## src/rtl/la_cmd_pkg.sv

```systemverilog
package la_cmd_pkg;
  localparam logic [7:0] OP_SOFT_RESET = 8'h00;
  localparam logic [7:0] OP_IDENTIFY   = 8'h02;
  localparam int unsigned LONG_FLAG_BIT = 7;
endpackage

```

## src/rtl/la_cmd_framer.sv

```systemverilog
module la_cmd_framer
  import la_cmd_pkg::*;
#(
  parameter int unsigned ARG_BYTES = 4,
  localparam int unsigned ARG_W = 8 * ARG_BYTES,
  localparam int unsigned CNT_W = $clog2(ARG_BYTES + 1)
) (
  input  logic             clk_i,
  input  logic             rst_ni,
  input  logic             rx_valid_i,
  input  logic [7:0]       rx_data_i,
  output logic             cmd_valid_o,
  output logic [7:0]       cmd_opcode_o,
  output logic [ARG_W-1:0] cmd_arg_o,
  output logic             soft_reset_o,
  output logic             id_req_o
);
  localparam logic [CNT_W-1:0] LAST_POS = CNT_W'(ARG_BYTES);

  logic [CNT_W-1:0] cnt_q;
  logic [7:0]       op_q;
  logic [ARG_W-1:0] arg_q, arg_nxt;

  // lane i is written by argument byte i+1
  for (genvar i = 0; i < ARG_BYTES; i++) begin : g_lane
    assign arg_nxt[8*i +: 8] = (cnt_q == CNT_W'(i + 1)) ? rx_data_i : arg_q[8*i +: 8];
  end

  always_ff @(posedge clk_i or negedge rst_ni) begin
    if (!rst_ni) begin
      cnt_q        <= '0;
      op_q         <= '0;
      arg_q        <= '0;
      cmd_valid_o  <= 1'b0;
      cmd_opcode_o <= '0;
      cmd_arg_o    <= '0;
      soft_reset_o <= 1'b0;
      id_req_o     <= 1'b0;
    end else begin
      cmd_valid_o  <= 1'b0;
      soft_reset_o <= 1'b0;
      id_req_o     <= 1'b0;
      if (rx_valid_i) begin
        if (cnt_q == '0) begin
          if (rx_data_i[LONG_FLAG_BIT]) begin
            op_q  <= rx_data_i;
            arg_q <= '0;
            cnt_q <= CNT_W'(1);
          end else begin
            cmd_valid_o  <= 1'b1;
            cmd_opcode_o <= rx_data_i;
            cmd_arg_o    <= '0;
            soft_reset_o <= (rx_data_i == OP_SOFT_RESET);
            id_req_o     <= (rx_data_i == OP_IDENTIFY);
          end
        end else begin
          arg_q <= arg_nxt;
          if (cnt_q == LAST_POS) begin
            cmd_valid_o  <= 1'b1;
            cmd_opcode_o <= op_q;
            cmd_arg_o    <= arg_nxt;
            cnt_q        <= '0;
          end else begin
            cnt_q <= cnt_q + CNT_W'(1);
          end
        end
      end
    end
  end

  p_cnt_range_r3: assert property (@(posedge clk_i) disable iff (!rst_ni)
    cnt_q <= LAST_POS);
  p_cmd_needs_byte_r2: assert property (@(posedge clk_i) disable iff (!rst_ni)
    $rose(cmd_valid_o) |-> $past(rx_valid_i));
  p_soft_reset_short_r4: assert property (@(posedge clk_i) disable iff (!rst_ni)
    soft_reset_o |-> (cmd_valid_o && cmd_opcode_o == OP_SOFT_RESET && cmd_arg_o == '0));
endmodule

```

## src/rtl/la_id_responder.sv

```systemverilog
module la_id_responder #(
  parameter int unsigned SIG_BYTES = 4,
  parameter logic [8*SIG_BYTES-1:0] SIGNATURE = 32'h4F4C5331,
  localparam int unsigned IDX_W = (SIG_BYTES > 1) ? $clog2(SIG_BYTES) : 1
) (
  input  logic       clk_i,
  input  logic       rst_ni,
  input  logic       id_req_i,
  output logic       tx_valid_o,
  output logic [7:0] tx_data_o,
  input  logic       tx_ready_i
);
  localparam logic [IDX_W-1:0] LAST_IDX = IDX_W'(SIG_BYTES - 1);

  logic             busy_q, pend_q;
  logic [IDX_W-1:0] idx_q;
  logic             fire;

  assign fire       = busy_q && tx_ready_i;
  assign tx_valid_o = busy_q;
  assign tx_data_o  = SIGNATURE[8*idx_q +: 8];

  always_ff @(posedge clk_i or negedge rst_ni) begin
    if (!rst_ni) begin
      busy_q <= 1'b0;
      pend_q <= 1'b0;
      idx_q  <= '0;
    end else if (!busy_q) begin
      if (id_req_i || pend_q) begin
        busy_q <= 1'b1;
        pend_q <= 1'b0;
        idx_q  <= '0;
      end
    end else if (fire && idx_q == LAST_IDX) begin
      // back-to-back reply when another request is waiting
      idx_q  <= '0;
      busy_q <= id_req_i || pend_q;
      pend_q <= 1'b0;
    end else begin
      if (fire) idx_q <= idx_q + IDX_W'(1);
      if (id_req_i) pend_q <= 1'b1;
    end
  end

  p_hold_stall_r7: assert property (@(posedge clk_i) disable iff (!rst_ni)
    (tx_valid_o && !tx_ready_i) |=> (tx_valid_o && $stable(tx_data_o)));
  p_reply_start_r6: assert property (@(posedge clk_i) disable iff (!rst_ni)
    (id_req_i && !tx_valid_o) |=> (tx_valid_o && tx_data_o == SIGNATURE[7:0]));
endmodule

```

## src/rtl/la_cmd_decoder.sv

```systemverilog
module la_cmd_decoder #(
  parameter int unsigned ARG_BYTES = 4,
  parameter logic [31:0] SIGNATURE = 32'h4F4C5331
) (
  input  logic                   clk_i,
  input  logic                   rst_ni,
  input  logic                   rx_valid_i,
  input  logic [7:0]             rx_data_i,
  output logic                   cmd_valid_o,
  output logic [7:0]             cmd_opcode_o,
  output logic [8*ARG_BYTES-1:0] cmd_arg_o,
  output logic                   soft_reset_o,
  output logic                   tx_valid_o,
  output logic [7:0]             tx_data_o,
  input  logic                   tx_ready_i
);
  logic id_req;

  la_cmd_framer #(.ARG_BYTES(ARG_BYTES)) u_framer (
    .clk_i       (clk_i),
    .rst_ni      (rst_ni),
    .rx_valid_i  (rx_valid_i),
    .rx_data_i   (rx_data_i),
    .cmd_valid_o (cmd_valid_o),
    .cmd_opcode_o(cmd_opcode_o),
    .cmd_arg_o   (cmd_arg_o),
    .soft_reset_o(soft_reset_o),
    .id_req_o    (id_req)
  );

  la_id_responder #(.SIG_BYTES(4), .SIGNATURE(SIGNATURE)) u_responder (
    .clk_i     (clk_i),
    .rst_ni    (rst_ni),
    .id_req_i  (id_req),
    .tx_valid_o(tx_valid_o),
    .tx_data_o (tx_data_o),
    .tx_ready_i(tx_ready_i)
  );

  p_reply_needs_req_r9: assert property (@(posedge clk_i) disable iff (!rst_ni)
    $rose(tx_valid_o) |-> $past(id_req));
endmodule

```

## config.mk

```make
export PLATFORM = sky130hd
export DESIGN_NAME = la_cmd_decoder
export DESIGN_NICKNAME = d
export VERILOG_FILES = /design/src/rtl/la_cmd_pkg.sv /design/src/rtl/la_cmd_framer.sv /design/src/rtl/la_id_responder.sv /design/src/rtl/la_cmd_decoder.sv
export SDC_FILE = /design/constraint.sdc
export NUM_CORES = 1
export LEC_CHECK = 0
export BUFFER_PORTS_ARGS = -buffer_cell sky130_fd_sc_hd__buf_2
export CAP_MARGIN = 40
export CORE_MARGIN = 2
export CORE_UTILIZATION = 48
export CTS_BUF_LIST = sky130_fd_sc_hd__clkbuf_4 sky130_fd_sc_hd__clkbuf_8 sky130_fd_sc_hd__clkbuf_16
export DETAILED_ROUTE_END_ITERATION = 8
export PLACE_DENSITY = 0.76
export SETUP_SLACK_MARGIN = 0.3
export SYNTH_ARGS = -nofsm -noshare
export SYNTH_HDL_FRONTEND = slang
export SYNTH_HIERARCHICAL = 1
export SYNTH_SLANG_ARGS = --single-unit
```

## constraint.sdc

```tcl
create_clock -name clk_i -period 2.4 [get_ports clk_i]
set_clock_uncertainty 0.05 [all_clocks]
set_input_delay 0 -clock clk_i [delete_from_list [all_inputs] [get_ports clk_i]]
set_output_delay 0 -clock clk_i [all_outputs]
set_load 0.005 [all_outputs]
```

# Word level (Yosys, flattened, before mapping)
# Cells that the tools add are included.
# Widths: inputs -> output; s select.
# classes
n_addsub,2
multipliers,0
div_mod_pow,0
n_lt_le_gt_ge,0
n_eq_ne,10
n_shift,1
muxes,36
bitwise,0
n_reduce_logical,12
# op_table
op,count
$mux 32,5
$mux 8,7
$shiftx 32x6->8 const A,1
$mux 1,17
$mux 3,3
$eq 8x2->1 const B,1
$logic_not 8->1,1
$mux 2,4
$eq 3x2->1 const B,2
$ne 3x3->1 const B,2
$reduce_and 2->1,3
$reduce_and 3->1,2
$ne 2x2->1 const B,2
$reduce_bool 2->1,2
$add 3x1->3 const B,1
$eq 3x1->1 const B,1
$eq 3x3->1 const B,1
$logic_not 3->1,1
$add 2x1->2 const B,1
$eq 2x2->1 const B,1
$logic_and 1x1->1,2
$logic_or 1x1->1,1
# totals
register_bits,90
latch_bits,0
mem_bits_rw,0
mem_bits_ro,0
input_bits,12
out_inout_bits,51
wordCells,72
mem_count,0

# Longest topological paths before layout
# Gate-level depths: netlist of the first run.
# logic_depth
depth_word,4
ltp_mapped,8
depth_no_buf,6

# By module
# Netlist of the first run, hierarchy kept.
# modules_own_cells
module,instances,cells_per_inst,area_each_um2,seq_area_each_um2
la_cmd_framer,1,259,3423.3,1951.9
la_id_responder,1,26,269.0,100.1

# Worst setup path after synthesis of the first run
# Ideal clock, no wire load.
# synth_timing
path_type,reg-to-reg
from,register u_framer.cnt_q[2]
to,register u_framer.cmd_arg_o[22]
setup_time_ps,127
arrival_ps,1588
t_required_ps,2223
setup_slack_ps,635
stages_incl_launch_ff,9
path_buffers,3
synth_period_minus_slack_ps,1765
path_cell_list,dfrtp_1 > buf_6 > inv_2 > ha_1 > buf_2 > buf_2 > mux2i_1 > nor2_1 > mux2_1
# synth_via
elab_chain_cells,4
word_cells_on_any_way,9
cone_classes,eq/ne: 3; mux: 3; reduce/logical: 3
# synth_rtl
item,line_no,source
start: declaration,la_cmd_framer.sv:20,logic [CNT_W-1:0] cnt_q;
start signal: assignment,la_cmd_framer.sv:64,cnt_q <= cnt_q + CNT_W'(1);
$eq 3x2->1,la_cmd_framer.sv:26,assign arg_nxt[8*i +: 8] = (cnt_q == CNT_W'(i + 1)) ? rx_data_i : arg_q[8*i +: 8];
$mux 8,la_cmd_framer.sv:26,
$mux 32,la_cmd_framer.sv:58,if (cnt_q == LAST_POS) begin
$mux 32,la_cmd_framer.sv:44,if (cnt_q == '0) begin
end signal: assignment,la_cmd_framer.sv:61,cmd_arg_o <= arg_nxt;
end: declaration,la_cmd_framer.sv:14,"output logic [ARG_W-1:0] cmd_arg_o,"
# Several ways; a longest one is shown, not always the timed one. The select of a mux whose other input is x is not followed.
# A chain may end at the register's enable or synchronous reset.

# Worst setup path after layout of the first run
# layout_timing
from,register u_framer.cnt_q[0]
to,register u_framer.cmd_arg_o[16]
# The elaborated chain is that of the path after synthesis.

==> results of run 1 <==
power groups by stage:
stage	clock network [uW]	registers [uW]	logic, uW
after CTS	960	2370	2170
final	928	2370	2150
after detailed placement	0	2400	2140
after global placement	0	2360	2060
after floorplan	0	2330	1520
after global routing	1020	2450	2380
how the worst max path moves through the flow:
| stage | from | to | slack (ps) | cells after the start |
|---|---|---|---|---|
| after floorplan | u_framer/cnt_q[2] | u_framer/cmd_arg_o[22] | 630 | 8 |
| after global placement | u_framer/cnt_q[0] | u_framer/cmd_opcode_o[0] | 370 | 6 |
| after detailed placement | u_framer/cnt_q[0] | u_framer/cmd_arg_o[16] | 270 | 6 |
| after CTS | u_framer/cnt_q[0] | u_framer/cmd_arg_o[22] | 370 | 6 |
| after global routing | u_framer/cnt_q[0] | u_framer/cmd_opcode_o[5] | 340 | 6 |
| final | u_framer/cnt_q[0] | u_framer/cmd_arg_o[16] | 430 | 6 |
cells in the mapped netlist (2+ instances only):
cell type  count
clkbuf_1      10
buf_6          4
nor2b_1        9
buf_1          2
mux2i_1        8
o21ai_0        4
a21oi_1        8
inv_1          8
nor3b_2        2
nand2b_1       4
mux2_2        16
buf_2          5
a22o_1        37
nor2_1        12
and2_1         2
dfrtp_1       82
a31oi_1        3
mux2_1         9
o2bb2ai_1      8
ha_1           9
mux2_4         7
buf_4          5
nand2_1        6
and2b_2        2
a21bo_2        2
layout make-up:
type	instances	area share [%]
Tap cell	99	2.84
Inverter	10	0.977
Sequential cell	82	47.1
Multi-Input combinational cell	167	33.4
Clock inverter	7	1.35
Timing Repair Buffer	80	11.5
Clock buffer	9	2.84
metrics by stage:
step | area (um2) | total power [uW] | worst slack, ps
6_report | 4350 | 5450 | 430
3_3_place_gp | 4020 | 4410 | 372
5_1_grt | 4350 | 5850 | 338
4_1_cts | 4350 | 5500 | 367
2_1_floorplan | 3690 | 3850 | 635
3_5_place_dp | 4040 | 4540 | 271
critical path: stages, from the launching register on:
cell     delay (ps)
dfrtp_1         450
inv_1           130
ha_2            300
nand2_1         150
a21o_2          250
inv_6           160
mux2_2          360
logic make-up (layout without fill, tap and decap cells):
logic type               count (synthesis)  in the layout  share of synthesized area (%)
flip-flops                              82             82                           55.6
AO/OA/AOI/OAI                           69             69                           15.1
AND/OR/NAND/NOR                         48             48                           8.27
multiplexers                            40             40                           12.6
buffers and inverters                   36            106                           5.22
adder cells (fa/ha/maj)                  9              9                           3.05
other                                    1              1                          0.102
cell usage in the layout, fill, tap and decap left out, types with 2 or more instances in the layout:
| cell | synthesis | routed |
|---|---|---|
| clkbuf_8 | 0 | 9 |
| inv_6 | 0 | 4 |
| nor2b_1 | 9 | 8 |
| dfrtp_1 | 82 | 82 |
| and2b_2 | 2 | 2 |
| a31oi_1 | 3 | 3 |
| nor3b_2 | 2 | 2 |
| ha_1 | 9 | 8 |
| nand2_1 | 6 | 6 |
| a21oi_1 | 8 | 8 |
| nand2b_1 | 4 | 4 |
| dlygate4sd3_1 | 0 | 12 |
| o21ai_0 | 4 | 4 |
| o2bb2ai_1 | 8 | 8 |
| inv_1 | 8 | 8 |
| a22o_1 | 37 | 37 |
| buf_2 | 5 | 60 |
| mux2_4 | 7 | 7 |
| mux2_1 | 9 | 9 |
| a21bo_2 | 2 | 2 |
| mux2_2 | 16 | 16 |
| and2_1 | 2 | 2 |
| mux2i_1 | 8 | 8 |
| buf_4 | 5 | 7 |
| nor2_1 | 12 | 12 |
registers in the layout, indices dropped and copies added (netlist names):
| register | cells |
|---|---|
| u_responder/idx_q | 2 |
| u_framer/cnt_q | 3 |
| u_responder/pend_q | 1 |
| u_framer/id_req_o | 1 |
| u_framer/cmd_opcode_o | 8 |
| u_framer/arg_q | 24 |
| u_framer/op_q | 8 |
| u_framer/cmd_arg_o | 32 |
| u_framer/cmd_valid_o | 1 |
| u_framer/soft_reset_o | 1 |
| u_responder/tx_valid_o | 1 |
what timing repair did:
action,in CTS,in global routing
pin swaps,0,0
hold buffers,12,0
endpoints found under the setup margin,15,18
cloned,0,0
gates resized for setup,1,2
setup buffers,0,0
hold endpoints to repair,110,0
per-layer routing:
layer	vias up	global-route usage [%]	share of wire, %
li1	1153	-	-
met1	1229	24.8	46
met2	78	32.1	48
met3	9	3.78	4.5
met4	0	7.59	1.5
met5	-	0	0
==> reports/qor.csv, run 1 <==
stage;metric;value;unit
outcome;status;complete, no violations;
timing;Final Max Tran Viols;0;
place;HPWL Detailed;5160;um
timing;setup violators final;0;
layout;Area Growth Syn to Fin;17.9;%
layout;ant diodes;0;
clock_tree;Clock Tree Buf Depth;2;
drt;DRC violations left;0;
drt;Post-DRT Antenna Nets;0;
clock_tree;clk sinks;82;
die;Die Height;91.7;um
yosys;synth warn;6;
yosys;Post-Syn Area per Cell;13.0;um2
global_route;GRT Residual Overflow;0;
power_and_ir_drop;maximum VDD drop;644;uV
yosys;post-synth top area cell;dfrtp_1;
layout;Fill cells;615;
power_and_ir_drop;Int Pwr;3570;uW
power_and_ir_drop;Leak Pwr;0.00213;uW
timing;RSZ-0062 raised after global routing;false;
layout;register area;2050;um2
layout;Final Net Count;371;
setup_path;critical path class;register to register;
place;RD Place Congestion;0.795;
yosys;most used flip-flop cell after synthesis;dfrtp_1;
setup_path;CP Launch Type;register;
die;Core Box Area;7370;um2
drt;DR pass1 iterations;4;
global_route;first-pass GRT wire length;12600;um
job;maxcap violations;0;
power_and_ir_drop;Flop pwr share;43.5;%
timing;Worst Tran Pin Value;663;ps
power_and_ir_drop;pwr dens;1250;nW/um2
drt;detailed-route via count;2469;
die;I/O Pins;63;
clock_tree;root cell of the clock tree;clkbuf_8;
die;die area;8410;um2
layout;share of cells above drive strength 1;34.4;%
yosys;synth unique cells;46;
setup_path;crit path DAT;2160;ps
timing;min Tclk post-route;1970;ps
timing;Final period util;82.1;%
power_and_ir_drop;Sw Pwr;1880;uW
setup_path;Worst Path Required;2590;ps
power_and_ir_drop;combinational fraction of design power;39.5;%
clock_tree;H-tree levels;3;
timing;Setup TNS;0;ps
global_route;vias in the first global route;2523;
layout;final non-filler cell total;454;
timing;worst slew margin relative to its limit;55.6;%
setup_path;R2R cell count;6;
clock_tree;CTS Buf Count;9;
place;Port Buffers;61;
yosys;#FFs+latches synth;82;
power_and_ir_drop;Sw Share;34.5;%
clock_tree;CTS tree;built;
yosys;top cell type's share of synthesized area;55.6;%
yosys;Cells after Synth;285;
die;DIE WIDTH;91.7;um
place;Placed Cells;426;
global_route;Tot GR Track Use;19.3;%
global_route;initial antenna violation count;0;
setup_path;reg2reg start;u_framer/cnt_q[0];
min_path;HP Class;input pin to asynchronous set/reset pin;
setup_path;setup slack, reg-to-reg;430;ps
yosys;Area contributors post-synth;dfrtp_1 (56%), a22o_1 (8.8%), mux2_2 (4.9%);
die;# rows;31;
die;Initial Util;50.1;%
setup_path;reg2reg end;u_framer/cmd_arg_o[16];
yosys;Seq/Total Area, Yosys;55.6;%
layout;Final Util;59.1;%
timing;worst hold slack;130;ps
yosys;syn_nets;306;
yosys;Async S/R FF share, synth;100;%
yosys;area of the mapped netlist;3690;um2
yosys;Post-synth EDFFs;0;
timing;Final Hold Viols;0;
drt;WL/cell;16.9;um
setup_path;crit path max fanout;17;
global_route;largest net degree at the start of global routing;67;
timing;highest clock rate;0.508;GHz
drt;DR iter-0 viols;126;
power_and_ir_drop;Clk pwr share;17.0;%
drt;final WL;7670;um
layout;Multi-input gate area;1450;um2
clock_tree;clk_lat worst skew;350;ps
clock_tree;Worst-path clk slew;90;ps
drt;drt via density;5.44;
setup_path;CP endpoint kind;register;
No activity file was read; power rests on OpenSTA's default activity.
==> run 2, diff against run 1 <==
--- a/config.mk
+++ b/config.mk
@@ -11,7 +11,7 @@
 export CORE_UTILIZATION = 48
 export CTS_BUF_LIST = sky130_fd_sc_hd__clkbuf_4 sky130_fd_sc_hd__clkbuf_8 sky130_fd_sc_hd__clkbuf_16
 export DETAILED_ROUTE_END_ITERATION = 8
-export PLACE_DENSITY = 0.76
+export PLACE_DENSITY = 0.79
 export SETUP_SLACK_MARGIN = 0.3
 export SYNTH_ARGS = -nofsm -noshare
 export SYNTH_HDL_FRONTEND = slang
==> constraint.sdc (replaced) <==
create_clock -name clk_i -period 1.7 [get_ports clk_i]
set_clock_uncertainty 0.05 [all_clocks]
set_input_delay 0 -clock clk_i [delete_from_list [all_inputs] [get_ports clk_i]]
set_output_delay 0 -clock clk_i [all_outputs]
set_load 0.005 [all_outputs]
==> run 2 against run 1 <==
Against the previous run:
- clock power is 75% higher
- utilization grew 8.2 points
- routed wire length rose by 18%
- register-to-register slack worse by 380 ps
- die area unchanged
- fmax is 19% higher
- critical path depth did not move
- critical endpoint is now u_framer/cmd_arg_o[18]
- largest cell class unchanged
==> reports/qor.csv, run 2 (synthesis gave the netlist of run 1 again) <==
stage;metric;value;unit
clock_tree;CTS tree;built;
global_route;largest net degree at the start of global routing;49;
place;HPWL Detailed;5130;um
clock_tree;Clock Tree Buf Depth;2;
die;I/O Pins;63;
layout;Final Util;67.3;%
clock_tree;clk_lat worst skew;340;ps
clock_tree;root cell of the clock tree;clkbuf_8;
place;RD Place Congestion;0.766;
die;die area;8410;um2
drt;DR pass1 iterations;5;
power_and_ir_drop;Sw Pwr;3140;uW
power_and_ir_drop;Clk pwr share;17.3;%
timing;Final Hold Viols;0;
setup_path;reg2reg start;u_framer/cnt_q[0];
die;# rows;31;
min_path;WHS Endpoint;u_framer/cmd_arg_o[24];
drt;WL/cell;18.8;um
drt;Post-DRT Antenna Nets;0;
drt;DR iter-0 viols;161;
setup_path;reg2reg end;u_framer/cmd_arg_o[18];
layout;most frequent cells in the layout;dfrtp_1 (79), buf_2 (61), a22o_1 (37);
layout;Largest register FFs;32;
power_and_ir_drop;pwr dens;1890;nW/um2
drt;detailed-route via count;2689;
drt;drt via density;5.56;
global_route;first-pass GRT wire length;14000;um
die;Initial Util;50.1;%
power_and_ir_drop;maximum VDD drop;706;uV
timing;RSZ-0062 raised after global routing;true;
power_and_ir_drop;total power;9350;uW
global_route;vias in the first global route;2673;
setup_path;Worst Path Required;1890;ps
setup_path;crit-path leading delay family;multiplexers;
setup_path;crit path DAT;1840;ps
layout;commonest non-fill, non-tap cell in the layout;dfrtp_1;
setup_path;worst path cell trace;ha_2 > ha_4 > buf_6 > mux2i_2 > nor2_1 > mux2_2;
setup_path;Slowest-stage cell, CP;dfrtp_1;
layout;Final Net Count;401;
setup_path;CP Buf/Inv Count;1;
layout;final non-filler cell total;484;
power_and_ir_drop;Flop pwr share;35.9;%
min_path;HP Class;input pin to register;
layout;register area;2060;um2
setup_path;CP endpoint kind;register;
power_and_ir_drop;Int Pwr;6210;uW
clock_tree;H-tree levels;3;
clock_tree;Worst-path clk slew;90;ps
timing;highest clock rate;0.605;GHz
layout;Multi-input gate area;1670;um2
layout;Biggest register;u_framer/cmd_arg_o;
timing;Final Max Tran Viols;0;
global_route;initial antenna violation count;0;
die;DIE WIDTH;91.7;um
layout;Fill cells;510;
layout;share of cells above drive strength 1;50.6;%
job;maxcap violations;0;
setup_path;critical path's largest stage delay;400;ps
global_route;GRT Residual Overflow;0;
drt;DRC violations left;0;
setup_path;critical path class;register to register;
die;Die Height;91.7;um
min_path;Hold Path Stages;2;
layout;ant diodes;0;
setup_path;setup slack, reg-to-reg;50;ps
layout;top flop regs;u_framer/cmd_arg_o x32, u_framer/arg_q x24;
setup_path;R2R cell count;6;
place;Port Buffers;61;
timing;Final period util;97.2;%
timing;min Tclk post-route;1650;ps
clock_tree;clk sinks;82;
setup_path;CP Launch Type;register;
outcome;status;complete, no violations;
min_path;min-delay src;rx_data_i[0];
layout;Area Growth Syn to Fin;34.3;%
drt;final WL;9080;um
power_and_ir_drop;Sw Share;33.6;%
power_and_ir_drop;combinational fraction of design power;46.8;%
timing;setup violators final;0;
clock_tree;CTS Buf Count;9;
global_route;Tot GR Track Use;21.5;%
place;Placed Cells;431;
timing;Setup TNS;0;ps
die;Core Box Area;7370;um2
power_and_ir_drop;Leak Pwr;0.00246;uW
setup_path;crit path max fanout;7;
## run 2: timing repair
| action | CTS | global route |
|---|---|---|
| endpoints found under the setup margin | 71 | 77 |
| buffers inserted | 16 | 7 |
| gates cloned | 3 | 3 |
| hold buffers | 8 | 0 |
| endpoints found under the hold margin | 104 | 0 |
| resized for setup | 37 | 22 |
| pin swaps | 28 | 11 |
## run 2: power by group through the flow
stage / logic, uW / clock network, uW / registers, uW
final: 4380 / 1620 / 3360
after global routing: 4710 / 1760 / 3460
after CTS: 3980 / 1660 / 3330
after detailed placement: 3400 / 0 / 3360
after global placement: 3250 / 0 / 3320
after floorplan: 2420 / 0 / 3300
## run 2: how the worst max path moves through the flow
stage	slack, ps	startpoint	cells past startpoint	to
6_report	50	u_framer/cnt_q[0]	6	u_framer/cmd_arg_o[18]
5_1_grt	7	u_framer/cnt_q[0]	6	u_framer/cmd_arg_o[18]
4_1_cts	80	u_framer/cnt_q[0]	5	u_framer/op_q[4]
3_5_place_dp	7	u_framer/cnt_q[0]	6	u_framer/cmd_arg_o[18]
3_3_place_gp	80	u_framer/cnt_q[1]	6	u_framer/cmd_arg_o[16]
2_1_floorplan	50	u_framer/cnt_q[0]	7	u_framer/op_q[0]
## run 2: layout make-up
type	count	area share, %
flip-flops and latches	82	41.4
multi-input cells	167	33.7
repair inverters	2	0.505
repair buffers	108	16.1
inverters	10	1.06
well taps	99	2.50
clock buffers	9	2.50
clock inverters	7	2.19
## run 2: layer usage
layer | global-route usage [%] | share of wire, % | vias to the layer above
met1 | 29.8 | 44 | 1367
met5 | 0 | 0 | -
met4 | 8.33 | 1.5 | 0
met2 | 33.5 | 50 | 101
li1 | - | - | 1211
met3 | 4.19 | 4.6 | 10
## run 2: metrics by stage
step / instance area, um2 / setup WS (ps) / hold slack (ps)
after floorplan: 3840 / 53.4 / -346
after global placement: 4190 / 80.4 / -62.2
after detailed placement: 4190 / 6.64 / -56.6
after CTS: 4770 / 82.2 / 3.99
after global routing: 4960 / 6.56 / 17.9
final: 4960 / 48.2 / 33.7
## run 2: worst register-to-register path, stage by stage (launching register included)
cell and delay [ps]:
dfrtp_1 400, ha_2 230, ha_4 210, buf_6 140, mux2i_2 190, nor2_1 60
mux2_2 260
==> run 3, diff against run 2 <==
--- a/config.mk
+++ b/config.mk
@@ -5,13 +5,14 @@
 export SDC_FILE = /design/constraint.sdc
 export NUM_CORES = 1
 export LEC_CHECK = 0
+export ABC_AREA = 1
 export BUFFER_PORTS_ARGS = -buffer_cell sky130_fd_sc_hd__buf_2
 export CAP_MARGIN = 40
 export CORE_MARGIN = 2
 export CORE_UTILIZATION = 48
 export CTS_BUF_LIST = sky130_fd_sc_hd__clkbuf_4 sky130_fd_sc_hd__clkbuf_8 sky130_fd_sc_hd__clkbuf_16
 export DETAILED_ROUTE_END_ITERATION = 8
-export PLACE_DENSITY = 0.79
+export PLACE_DENSITY = 0.78
 export SETUP_SLACK_MARGIN = 0.3
 export SYNTH_ARGS = -nofsm -noshare
 export SYNTH_HDL_FRONTEND = slang
==> run 3 against run 2 <==
Against the previous run:
- fmax grew 3.4%
- non-clock buffer count shrank 10
- critical path depth grew 3
- critical path type unchanged
- die area grew 12%
- combinational power grew 4%
- largest cell class unchanged
==> reports/qor.csv, run 3 <==
stage;metric;value;unit
power_and_ir_drop;total power;9560;uW
setup_path;CP Buf/Inv Count;3;
setup_path;Slowest-stage cell, CP;dfrtp_1;
min_path;HP Class;input pin to asynchronous set/reset pin;
setup_path;CP endpoint kind;register;
die;Die Height;97.1;um
layout;top flop regs;u_framer/arg_q x32, u_framer/cmd_arg_o x32;
timing;Setup TNS;0;ps
drt;detailed-route via count;3823;
drt;DRC violations left;0;
yosys;syn_nets;543;
timing;Final Max Tran Viols;0;
yosys;#FFs+latches synth;90;
clock_tree;H-tree levels;3;
die;# rows;33;
setup_path;crit path DAT;1810;ps
setup_path;critical path class;register to register;
setup_path;R2R cell count;9;
timing;RSZ-0062 raised after global routing;true;
job;maxcap violations;0;
yosys;post-synth top area cell;dfrtp_1;
layout;final non-filler cell total;713;
global_route;Tot GR Track Use;23.9;%
setup_path;reg2reg start;u_framer/cnt_q[0];
power_and_ir_drop;pwr dens;1780;nW/um2
power_and_ir_drop;Leak Pwr;0.00286;uW
place;RD Place Congestion;0.836;
layout;Area Growth Syn to Fin;28.7;%
power_and_ir_drop;maximum VDD drop;649;uV
setup_path;reg2reg end;u_framer/arg_q[19];
timing;highest clock rate;0.626;GHz
setup_path;CP Launch Type;register;
yosys;commonest cells in the netlist;nand2_1 (239), dfrtp_1 (90), nor2_1 (53);
layout;most frequent cells in the layout;nand2_1 (225), dfrtp_1 (90), buf_2 (60);
die;DIE WIDTH;97.1;um
setup_path;crit path max fanout;19;
timing;Final Hold Viols;0;
layout;share of cells above drive strength 1;24.8;%
power_and_ir_drop;Int Pwr;5660;uW
layout;commonest non-fill, non-tap cell in the layout;nand2_1;
place;Port Buffers;61;
drt;DR pass1 iterations;5;
yosys;Cells after Synth;522;
yosys;synth warn;6;
setup_path;crit-path leading delay family;simple AND/OR/NAND/NOR gates;
yosys;Area contributors post-synth;dfrtp_1 (54%), nand2_1 (22%), nor2_1 (4.8%);
layout;Fill cells;635;
die;Initial Util;50.2;%
die;Core Box Area;8300;um2
power_and_ir_drop;Sw Share;40.8;%
clock_tree;root cell of the clock tree;clkbuf_8;
yosys;Post-Syn Area per Cell;7.97;um2
layout;Final Net Count;625;
power_and_ir_drop;combinational fraction of design power;47.5;%
clock_tree;CTS tree;built;
clock_tree;Worst-path clk slew;90;ps
drt;WL/cell;16.3;um
layout;ant diodes;0;
clock_tree;CTS Buf Count;9;
die;I/O Pins;63;
global_route;vias in the first global route;3633;
timing;min Tclk post-route;1600;ps
yosys;Post-synth EDFFs;0;
power_and_ir_drop;Clk pwr share;16.6;%
clock_tree;clk sinks;90;
setup_path;worst path cell trace;inv_2 > ha_4 > inv_8 > nor2_8 > nand2_4 > nand2_8 > buf_12 > nand2_1 > o21ai_0;
setup_path;Worst Path Required;1910;ps
setup_path;setup slack, reg-to-reg;100;ps
yosys;Async S/R FF share, synth;100;%
yosys;top cell type's share of synthesized area;54.1;%
outcome;status;complete, no violations;
global_route;GRT Residual Overflow;0;
power_and_ir_drop;Flop pwr share;35.9;%
timing;Final period util;93.9;%
clock_tree;clk_lat worst skew;360;ps
clock_tree;Clock Tree Buf Depth;2;
power_and_ir_drop;Sw Pwr;3900;uW
timing;worst hold slack;19.5;ps
drt;drt via density;5.36;
layout;final non-filler cell area;5360;um2
place;HPWL Detailed;6210;um
timing;setup violators final;0;
die;die area;9430;um2
drt;final WL;11600;um
global_route;first-pass GRT wire length;18100;um
yosys;most used flip-flop cell after synthesis;dfrtp_1;
place;placed cell area;4600;um2
global_route;initial antenna violation count;0;
drt;DR iter-0 viols;369;
yosys;top-count cell post-synth;nand2_1;
yosys;Seq/Total Area, Yosys;54.1;%
place;Placed Cells;672;
global_route;largest net degree at the start of global routing;50;
yosys;area of the mapped netlist;4160;um2
setup_path;critical path's largest stage delay;410;ps
drt;Post-DRT Antenna Nets;0;
yosys;synth unique cells;22;
-- run 3: changes by cell type in the layout (fill, tap and decap cells not counted), moves of 17 or more --
cell,delta
nand3_1,+17
o21ai_1,+23
a22o_1,-37
nand2_1,+221
nor2_1,+32
mux2_4,-22
-- run 3: stage by stage --
step | setup WS [ps] | utilization [%]
6_report | 103 | 64.6
5_1_grt | 38.2 | 64.6
4_1_cts | 164 | 62.3
3_5_place_dp | -88.7 | 55.4
3_3_place_gp | -7.18 | 55.4
2_1_floorplan | 233 | -
-- run 3: per-layer routing --
| layer | vias up | global-route usage, % | routed length [um] |
|---|---|---|---|
| met3 | 41 | 5.04 | 803 |
| met2 | 192 | 38.0 | 5520 |
| met4 | 0 | 13.7 | 554 |
| met5 | - | 0 | 0 |
| met1 | 1795 | 30.5 | 4730 |
| li1 | 1795 | - | - |
-- run 3: cell type report --
class / instances / area, um2 / area share, %
Inverter: 26 / 143 / 2.66
Clock inverter: 5 / 80.1 / 1.49
Tap cell: 105 / 131 / 2.45
Timing Repair Buffer: 98 / 759 / 14.2
Multi-Input combinational cell: 379 / 1860 / 34.7
Clock buffer: 10 / 131 / 2.45
Sequential cell: 90 / 2250 / 42.0
-- run 3: how the worst max path moves through the flow --
stage / end / from / slack, ps / depth (start not counted)
after detailed placement: u_framer/cmd_arg_o[17] / u_framer/cnt_q[0] / -90 / 6
final: u_framer/arg_q[19] / u_framer/cnt_q[0] / 100 / 9
after global placement: u_framer/cmd_arg_o[17] / u_framer/cnt_q[0] / -7 / 6
after global routing: u_framer/arg_q[19] / u_framer/cnt_q[0] / 40 / 9
after floorplan: u_framer/cmd_arg_o[22] / u_framer/cnt_q[2] / 230 / 10
after CTS: u_framer/arg_q[29] / u_framer/cnt_q[1] / 160 / 10
-- run 3: logic make-up after synthesis --
group                    Yosys count  share of synthesized area, %
AO/OA/AOI/OAI                     45                          5.83
adder cells (fa/ha/maj)            9                          2.71
buffers and inverters             53                          6.25
flip-flops                        90                          54.1
other                              1                        0.0901
AND/OR/NAND/NOR                  324                          31.0
-- run 3: timing repair --
item / 4_1_cts / 5_1_grt
hold buffers: 8 / 0
gates cloned: 3 / 0
hold endpoints to repair: 99 / 0
gates resized for setup: 35 / 47
pin swaps: 13 / 17
buffers inserted: 10 / 5
endpoints found under the setup margin: 86 / 85
-- run 3: power groups by stage --
stage,combinational (uW),clock [uW],sequential [uW]
detailed placement,3460,0,3440
finish,4540,1590,3430
global placement,3330,0,3400
floorplan,2440,0,3410
CTS,3980,1610,3390
global route,4980,1720,3540
